$ cat src/rtl/ddr_rd_pkg.sv
package ddr_rd_pkg;

  localparam int LEN_W = 4;
  localparam int HC_W  = 3;

  typedef enum logic [1:0] {
    OP_IDLE = 2'd0,
    OP_MRS  = 2'd1,
    OP_READ = 2'd2,
    OP_SPARE = 2'd3
  } cmd_op_e;

  // Burst length field -> beats; 0 flags a reserved code.
  function automatic logic [LEN_W-1:0] beats_of(input logic [2:0] code);
    case (code)
      3'd1:    beats_of = LEN_W'(2);
      3'd2:    beats_of = LEN_W'(4);
      3'd3:    beats_of = LEN_W'(8);
      default: beats_of = '0;
    endcase
  endfunction

  // Latency field -> half-clock slots; 0 flags a reserved code.
  function automatic logic [HC_W-1:0] slots_of(input logic [2:0] code);
    case (code)
      3'd2:    slots_of = HC_W'(4);
      3'd6:    slots_of = HC_W'(5);
      default: slots_of = '0;
    endcase
  endfunction

  // Operating-mode field: plain, or plain with DLL reset.
  function automatic logic opmode_legal(input logic [5:0] f);
    opmode_legal = (f == 6'd0) || (f == 6'd2);
  endfunction

endpackage

$ cat src/rtl/ddr_mode_reg.sv
module ddr_mode_reg
  import ddr_rd_pkg::*;
#(
  parameter int ADDR_W = 13,
  parameter int BANK_W = 2
) (
  input  logic              clk,
  input  logic              rst_n,
  input  logic              load_stb,
  input  logic [ADDR_W-1:0] word,
  input  logic [BANK_W-1:0] sel,
  output logic [LEN_W-1:0]  beats,
  output logic              interleave,
  output logic [HC_W-1:0]   cl_slots,
  output logic              loaded,
  output logic              refused
);

  logic [LEN_W-1:0] dec_beats;
  logic [HC_W-1:0]  dec_slots;
  logic             word_legal;
  logic             targets_base;

  always_comb begin
    dec_beats    = beats_of(word[2:0]);
    dec_slots    = slots_of(word[6:4]);
    word_legal   = (dec_beats != '0) && (dec_slots != '0) && opmode_legal(word[12:7]);
    targets_base = (sel == '0);
  end

  always_ff @(posedge clk) begin
    if (!rst_n) begin
      beats      <= '0;
      interleave <= 1'b0;
      cl_slots   <= '0;
      loaded     <= 1'b0;
      refused    <= 1'b0;
    end else if (load_stb && targets_base) begin
      if (word_legal) begin
        beats      <= dec_beats;
        interleave <= word[3];
        cl_slots   <= dec_slots;
        loaded     <= 1'b1;
        refused    <= 1'b0;
      end else begin
        refused    <= 1'b1;
      end
    end
  end

endmodule

$ cat src/rtl/ddr_lat_pipe.sv
module ddr_lat_pipe #(
  parameter int DEPTH = 8,
  localparam int LAT_W = $clog2(DEPTH + 1)
) (
  input  logic             clk,
  input  logic             rst_n,
  input  logic             launch,
  input  logic [LAT_W-1:0] delay,
  output logic             fire
);

  logic [DEPTH-1:0] slot_q;

  // A launch enters at stage delay-1; stage 0 fires one cycle before the
  // window edge so the burst generator's register lands on edge P0+delay.
  for (genvar i = 0; i < DEPTH; i++) begin : g_stage
    logic from_up;
    if (i == DEPTH - 1) begin : g_top
      assign from_up = 1'b0;
    end else begin : g_mid
      assign from_up = slot_q[i+1];
    end
    always_ff @(posedge clk) begin
      if (!rst_n) slot_q[i] <= 1'b0;
      else        slot_q[i] <= from_up | (launch && (delay == LAT_W'(i + 1)));
    end
  end

  assign fire = slot_q[0];

endmodule

$ cat src/rtl/ddr_burst_gen.sv
module ddr_burst_gen
  import ddr_rd_pkg::*;
#(
  parameter int MAX_BL = 8,
  localparam int BEAT_W = $clog2(MAX_BL)
) (
  input  logic              clk,
  input  logic              rst_n,
  input  logic              start,
  input  logic [LEN_W-1:0]  beats,
  output logic              active,
  output logic [BEAT_W-1:0] beat,
  output logic              final_beat
);

  logic [LEN_W-1:0] len_q;
  logic             at_end;

  assign at_end     = ({{(LEN_W-BEAT_W){1'b0}}, beat} == len_q - LEN_W'(1));
  assign final_beat = active && at_end;

  always_ff @(posedge clk) begin
    if (!rst_n) begin
      active <= 1'b0;
      beat   <= '0;
      len_q  <= '0;
    end else if (start) begin
      active <= 1'b1;
      beat   <= '0;
      len_q  <= beats;
    end else if (active) begin
      if (at_end) active <= 1'b0;
      else        beat   <= beat + BEAT_W'(1);
    end
  end

endmodule

$ cat src/rtl/ddr_rd_timer.sv
module ddr_rd_timer
  import ddr_rd_pkg::*;
#(
  parameter int ADDR_W     = 13,
  parameter int BANK_W     = 2,
  parameter int MAX_BL     = 8,
  parameter int REG_HC     = 2,
  parameter int PIPE_DEPTH = 8,
  localparam int BEAT_W = $clog2(MAX_BL),
  localparam int LAT_W  = $clog2(PIPE_DEPTH + 1)
) (
  input  logic              clk,
  input  logic              rst_n,
  input  logic              ck_edge,
  input  logic              registered_mode,
  input  logic              cmd_valid,
  input  logic [1:0]        cmd_op,
  input  logic [ADDR_W-1:0] addr,
  input  logic [BANK_W-1:0] bank,
  output logic              cfg_ok,
  output logic              cfg_err,
  output logic [3:0]        burst_len,
  output logic              burst_interleaved,
  output logic [LAT_W-1:0]  lat_hc,
  output logic              rd_valid,
  output logic [BEAT_W-1:0] rd_beat,
  output logic              rd_last,
  output logic              rd_err
);

  logic            cmd_hit, mrs_stb, read_stb, launch, fire;
  logic [HC_W-1:0] cl_slots;

  assign cmd_hit  = cmd_valid && ck_edge;
  assign mrs_stb  = cmd_hit && (cmd_op == OP_MRS);
  assign read_stb = cmd_hit && (cmd_op == OP_READ);
  assign launch   = read_stb && cfg_ok;
  assign lat_hc   = LAT_W'(cl_slots) + (registered_mode ? LAT_W'(REG_HC) : LAT_W'(0));

  ddr_mode_reg #(.ADDR_W(ADDR_W), .BANK_W(BANK_W)) u_mode (
    .clk(clk), .rst_n(rst_n), .load_stb(mrs_stb), .word(addr), .sel(bank),
    .beats(burst_len), .interleave(burst_interleaved), .cl_slots(cl_slots),
    .loaded(cfg_ok), .refused(cfg_err)
  );

  ddr_lat_pipe #(.DEPTH(PIPE_DEPTH)) u_pipe (
    .clk(clk), .rst_n(rst_n), .launch(launch), .delay(lat_hc), .fire(fire)
  );

  ddr_burst_gen #(.MAX_BL(MAX_BL)) u_burst (
    .clk(clk), .rst_n(rst_n), .start(fire), .beats(burst_len),
    .active(rd_valid), .beat(rd_beat), .final_beat(rd_last)
  );

  always_ff @(posedge clk) begin
    if (!rst_n) rd_err <= 1'b0;
    else        rd_err <= read_stb && !cfg_ok;
  end

endmodule

$ cat config.mk
export PLATFORM = sky130hd
export DESIGN_NAME = ddr_rd_timer
export DESIGN_NICKNAME = d
export VERILOG_FILES = /design/src/rtl/ddr_rd_pkg.sv /design/src/rtl/ddr_mode_reg.sv /design/src/rtl/ddr_lat_pipe.sv /design/src/rtl/ddr_burst_gen.sv /design/src/rtl/ddr_rd_timer.sv
export SDC_FILE = /design/constraint.sdc
export NUM_CORES = 1
export LEC_CHECK = 0
export BUFFER_PORTS_ARGS = -buffer_cell sky130_fd_sc_hd__clkbuf_2
export CORE_MARGIN = 5
export CORE_UTILIZATION = 45
export CTS_BUF_LIST = sky130_fd_sc_hd__clkbuf_8
export CTS_CLUSTER_DIAMETER = 50
export DETAILED_ROUTE_END_ITERATION = 12
export GPL_TIMING_DRIVEN = 0
export HOLD_SLACK_MARGIN = 0.12
export PLACE_DENSITY_LB_ADDON = 0.2
export SKIP_LAST_GASP = 1
export SYNTH_ARGS = -nofsm -noshare
export SYNTH_HDL_FRONTEND = slang
export SYNTH_SLANG_ARGS = --single-unit
$ cat constraint.sdc
create_clock -name clk -period 1.5 [get_ports clk]
set_input_delay 0.15 -clock clk [delete_from_list [all_inputs] [get_ports clk]]
set_output_delay 0.15 -clock clk [all_outputs]
set_load 0.1 [all_outputs]
Word level (Yosys, flattened, before mapping) --
Index checks and enable logic that the tools add are counted.
Word-level totals: register bits 27, bits of input ports 22, logic and storage cells 79
Cells by class: add/sub/neg operators 3, eq/ne operators 17, multiplexer cells 7, bitwise operators 9, reduce and logical (&&, ||, !) cells 26
Operator list (number):
- $logic_and 1x1->1 | 17
- $eq 4x3->1 const B | 4
- $pmux 4 s3 | 1
- $eq 3x2->1 const B | 3
- $eq 4x2->1 const B | 2
- $or 1x1->1 | 7
- $eq 6x2->1 const B | 1
- $logic_not 6->1 | 1
- $pmux 3 s2 | 1
- $add 3x2->4 | 1
- $eq 3x4->1 | 1
- $eq 4x1->1 const B | 1
- $eq 4x4->1 const B | 1
- $mux 1 | 4
- $reduce_and 2->1 | 2
- $reduce_bool 4->1 | 1
- $sub 4x1->4 const B | 1
- $add 3x1->3 const B | 1
- $eq 3x1->1 const B | 1
- $eq 3x3->1 const B | 1
- $reduce_bool 3->1 | 1
- $eq 2x1->1 const B | 1
- $eq 2x2->1 const B | 1
- $logic_not 2->1 | 1
- 5 further kinds | 6

Depth between registers and ports, before layout --
depth in word-level cells 6, depth in mapped cells 6, depth with buffers taken out 6

Modules after synthesis --
A second synthesis with hierarchy kept.
Second synthesis, totals: cell total of the unflattened synthesis 119, area total of the unflattened synthesis 1253.7 um2
Modules (own cells, without submodules):
- ddr_burst_gen | instances 1, cells an instance 47, area an instance 454.2 um2, seq. area each 160.2 um2
- ddr_mode_reg | instances 1, cells an instance 36, area an instance 390.4 um2, seq. area each 160.2 um2
- ddr_lat_pipe | instances 1, cells an instance 28, area an instance 316.6 um2, seq. area each 160.2 um2
- ddr_rd_timer | instances 1, cells an instance 8, area an instance 92.6 um2, seq. area each 20.0 um2

Worst setup path after synthesis --
No wires, ideal clock.
path kind reg2out, start point register u_burst.beat[1], end point output port rd_last, arrival 2663 ps, required time 1350 ps, path slack -1313 ps, cell stages (with the launch flop) 4, buffers on the path 0, cell sequence dfxtp_1 > xor2_1 > nand4_1 > nor2_1
Between the ends: word-level cells in the longest chain between the ends 2
RTL lines:
- start, declared | RTL line ddr_burst_gen.sv:12 | output logic [BEAT_W-1:0] beat,
- start signal, assigned | RTL line ddr_burst_gen.sv:33 | else beat <= beat + BEAT_W'(1);
- $eq 3x4->1 | RTL line ddr_burst_gen.sv:19 | assign at_end = ({{(LEN_W-BEAT_W){1'b0}}, beat} == len_q - LEN_W'(1));
- $logic_and 1x1->1 | RTL line ddr_burst_gen.sv:20 | assign final_beat = active && at_end;
- end, declared | RTL line ddr_rd_timer.sv:27 | output logic rd_last,
Every way passes these cells.

Worst setup path after layout --
start point register u_burst.len_q[2], end point output port rd_last
Between the ends: word-level cells in the longest chain between the ends 3
RTL lines:
- start, declared | RTL line ddr_burst_gen.sv:16 | logic [LEN_W-1:0] len_q;
- start signal, assigned | RTL line ddr_burst_gen.sv:30 | len_q <= beats;
- $sub 4x1->4 | RTL line ddr_burst_gen.sv:19
- $eq 3x4->1 | RTL line ddr_burst_gen.sv:19
- $logic_and 1x1->1 | RTL line ddr_burst_gen.sv:20
Every way passes these cells.

==> out/results.ini <==
[setup_path]
critPathLaunchType=flop
crit_fanout=2
path_class=flop to output port
cp-end-kind=output port
arrival_ns=1.55
reg2reg_slack_ns=-0.12
worstPathCellList=inv_2 > ha_4 > xor2_2 > nand4_1 > nor2_4 > clkbuf_16
cpPeakStageDelay_ns=0.34
required_ns=1.35
cpMaxStageDelayCell=dfxtp_2

[cells_and_area]
fin_area_um2=1368
fin_nets=171
antenna_cells=0
final_util_pct=62.42
syn_to_final_growth_pct=34.44
drive_gt1_share_pct=41.10

[outcome]
violations=negative setup slack
status=complete, but fails checks

[routing]
drc=0
drtIter0Drc=11
vias=844
wire_per_inst_um=11.76
avgViaCountPerCell=4.851
first_pass_iters=4
totalWireLength_um=2046
ant_nets=0

[placed_design]
portBuffers=34
place_congestion=0.7237
hpwl_um=1564
place_area_um2=1249

[synthesis]
ys_ff_latch=23
ys_top_cells_by_count=dfxtp_1, mux2i_1, nand2_1, nor2b_1
syn_area_um2=1017
yosysWarnings=0
avgSynthCellArea_um2=9.781
synth_top_area_cell=dfxtp_1
synth_top_cell_area_share_pct=45.26
async_reset_ff_share_pct=0
synth_enable_flop_cells=0
ys_seq_area_share_pct=45.26
ys.flop_type=dfxtp_1
synth_cell_types=32
yosysMostFrequentCell=dfxtp_1
synthTopCellsByArea=dfxtp_1, mux2i_1, o21a_1, nor2b_1, nand2_1
postSynthCellCount=104

[floorplanning]
fp-row-count=17
die_h_um=57.55
fp.dieW_um=57.55
io_pins=39
start_util_pct=46.43
die_area_um2=3311
placeableCoreArea_um2=2191

[timing]
slew_violations=0
rsz0062_at_grt=yes
worst_pin_slew_ns=0.5465
skew_ns=0.001409
slew_headroom_pct=63.72
hold_violations=0
period_share_pct=113.6
max_freq_ghz=0.5867
setup_viol=4
worst_slack_ns=-0.2044
min_period_ns=1.704

[clocking]
clock-root-buffer=clkbuf_8
numCtsBuffers=3
cts_tree=done
cts.sinks=23
clk_pin_slew_ns=0.08
worstSkewPairLatency_ns=0.26
h-tree-depth=1
cts.path.max_buffers=2

[global_route]
grt_overflow=0
grt_pass1_vias=812
grt_max_degree=13
antenna_found_initial=0
grt_pass1_wl_um=3339
gr-usage-all-layers_pct=13.33

[pwr]
power.internal_uw=826.9
clockPowerShare_pct=34.7
power.density_nw_per_um2=796.8
switchingPower_uw=262.8
ir_worst_vdd_mv=0.5867
p_seq_share_pct=55.7
switching_share_pct=24.12
pwr-share-comb_pct=9.6
p_leak_nw=0.5904

[flow_run]
drv_cap=0

[worst_hold_path]
min_path_type=input port to flop

==> layer usage <==
| metal | GRT usage (%) | part of all wire (%) | wire length (µm) |
|---|---|---|---|
| met1 | 15.43 | 45 | 926 |
| met2 | 20.48 | 43 | 877 |
| met3 | 4.072 | 8.6 | 176 |
| met4 | 9.934 | 3.1 | 64 |
| met5 | 0 | 0 | 0 |
==> power groups by stage <==
stage	sequential [mW]	combinational, mW	clock (mW)
3_5_place_dp	0.622	0.103	0
5_1_grt	0.607	0.113	0.412
6_report	0.607	0.104	0.378
2_1_floorplan	0.627	0.0614	0
4_1_cts	0.607	0.105	0.392
3_3_place_gp	0.622	0.101	0
==> registers in the layout, summed over array words and instances, names as in the netlist <==
name	cells
u_pipe.fire	1
u_burst.len_q	3
u_pipe.g_stage.from_up	6
u_burst.beat	3
rd_err	1
u_mode.loaded	1
u_mode.refused	1
u_burst.active	1
u_mode.cl_slots	2
u_mode.interleave	1
u_mode.beats	3
==> cell type report <==
class	instances	area (µm²)
flip-flops and latches	23	476.7
clock inverters	1	3.754
plain buffers	8	48.80
fillers	206	823.3
multi-input cells	68	524.3
inverters	6	22.52
clock buffers	3	41.29
well taps	28	35.03
repair buffers	37	215.2
==> layout by cell type, fill, tap and decap left out, types with 5 or more instances in the layout <==
master and n:
buf_4 5, dfxtp_2 7, nand2_1 7, inv_1 5, clkbuf_2 33, dfxtp_1 14
o21a_1 6, mux2i_1 9, nor2b_1 7
==> worst max-delay path: cells and delay by family (launching register included) <==
| kind | cells | cell delay [ns] |
|---|---|---|
| and+or+nand+nor | 2 | 0.29 |
| adders and majority gates | 1 | 0.27 |
| xor gates and xnor gates | 1 | 0.15 |
| DFF | 1 | 0.34 |
| buffers and inverters | 2 | 0.24 |
==> metrics by stage <==
| stage | setup WS [ns] | power, mW | hold WS (ns) | setup TNS, ns | std cells |
|---|---|---|---|---|---|
| floorplan | -0.1900 | 0.6888 | 0.2922 | -0.1900 | 105 |
| global placement | -0.2511 | 0.7230 | 0.3830 | -0.2916 | 167 |
| detailed placement | -0.2764 | 0.7246 | 0.3950 | -0.3873 | 167 |
| CTS | -0.2205 | 1.104 | 0.1338 | -0.4129 | 174 |
| global route | -0.2927 | 1.131 | 0.1349 | -0.6719 | 174 |
| finish | -0.2044 | 1.090 | 0.1394 | -0.4272 | 174 |
==> timing repair <==
action	in CTS	in global routing
pin swaps	4	1
hold endpoints to repair	1	0
hold buffers	1	0
resized for setup	7	2
setup buffers	2	0
setup endpoints to repair	3	5
==> cell families (layout without fill, tap and decap cells) <==
family	Yosys count	after routing	synth area share, %
other cells	1	2	0.3686
xor+xnor	4	4	3.445
fa+ha+maj	2	2	2.460
mux	9	9	8.856
compound gates	13	13	10.33
buf+inv	14	55	7.010
simple gates	38	38	22.26
flops	23	23	45.26
==> final timing paths <==
check	endpoint	cells after the start	startpoint
worst max-delay path	rd_last	6	u_burst.len_q[2]
worst min-delay path	u_mode.cl_slots[0]	3	addr[6]
worst max register to register	u_burst.beat[1]	7	u_burst.len_q[1]
worst min register to register	u_pipe.g_stage[1].from_up	1	u_pipe.g_stage[2].from_up
No activity file was read; power rests on OpenSTA's default activity.
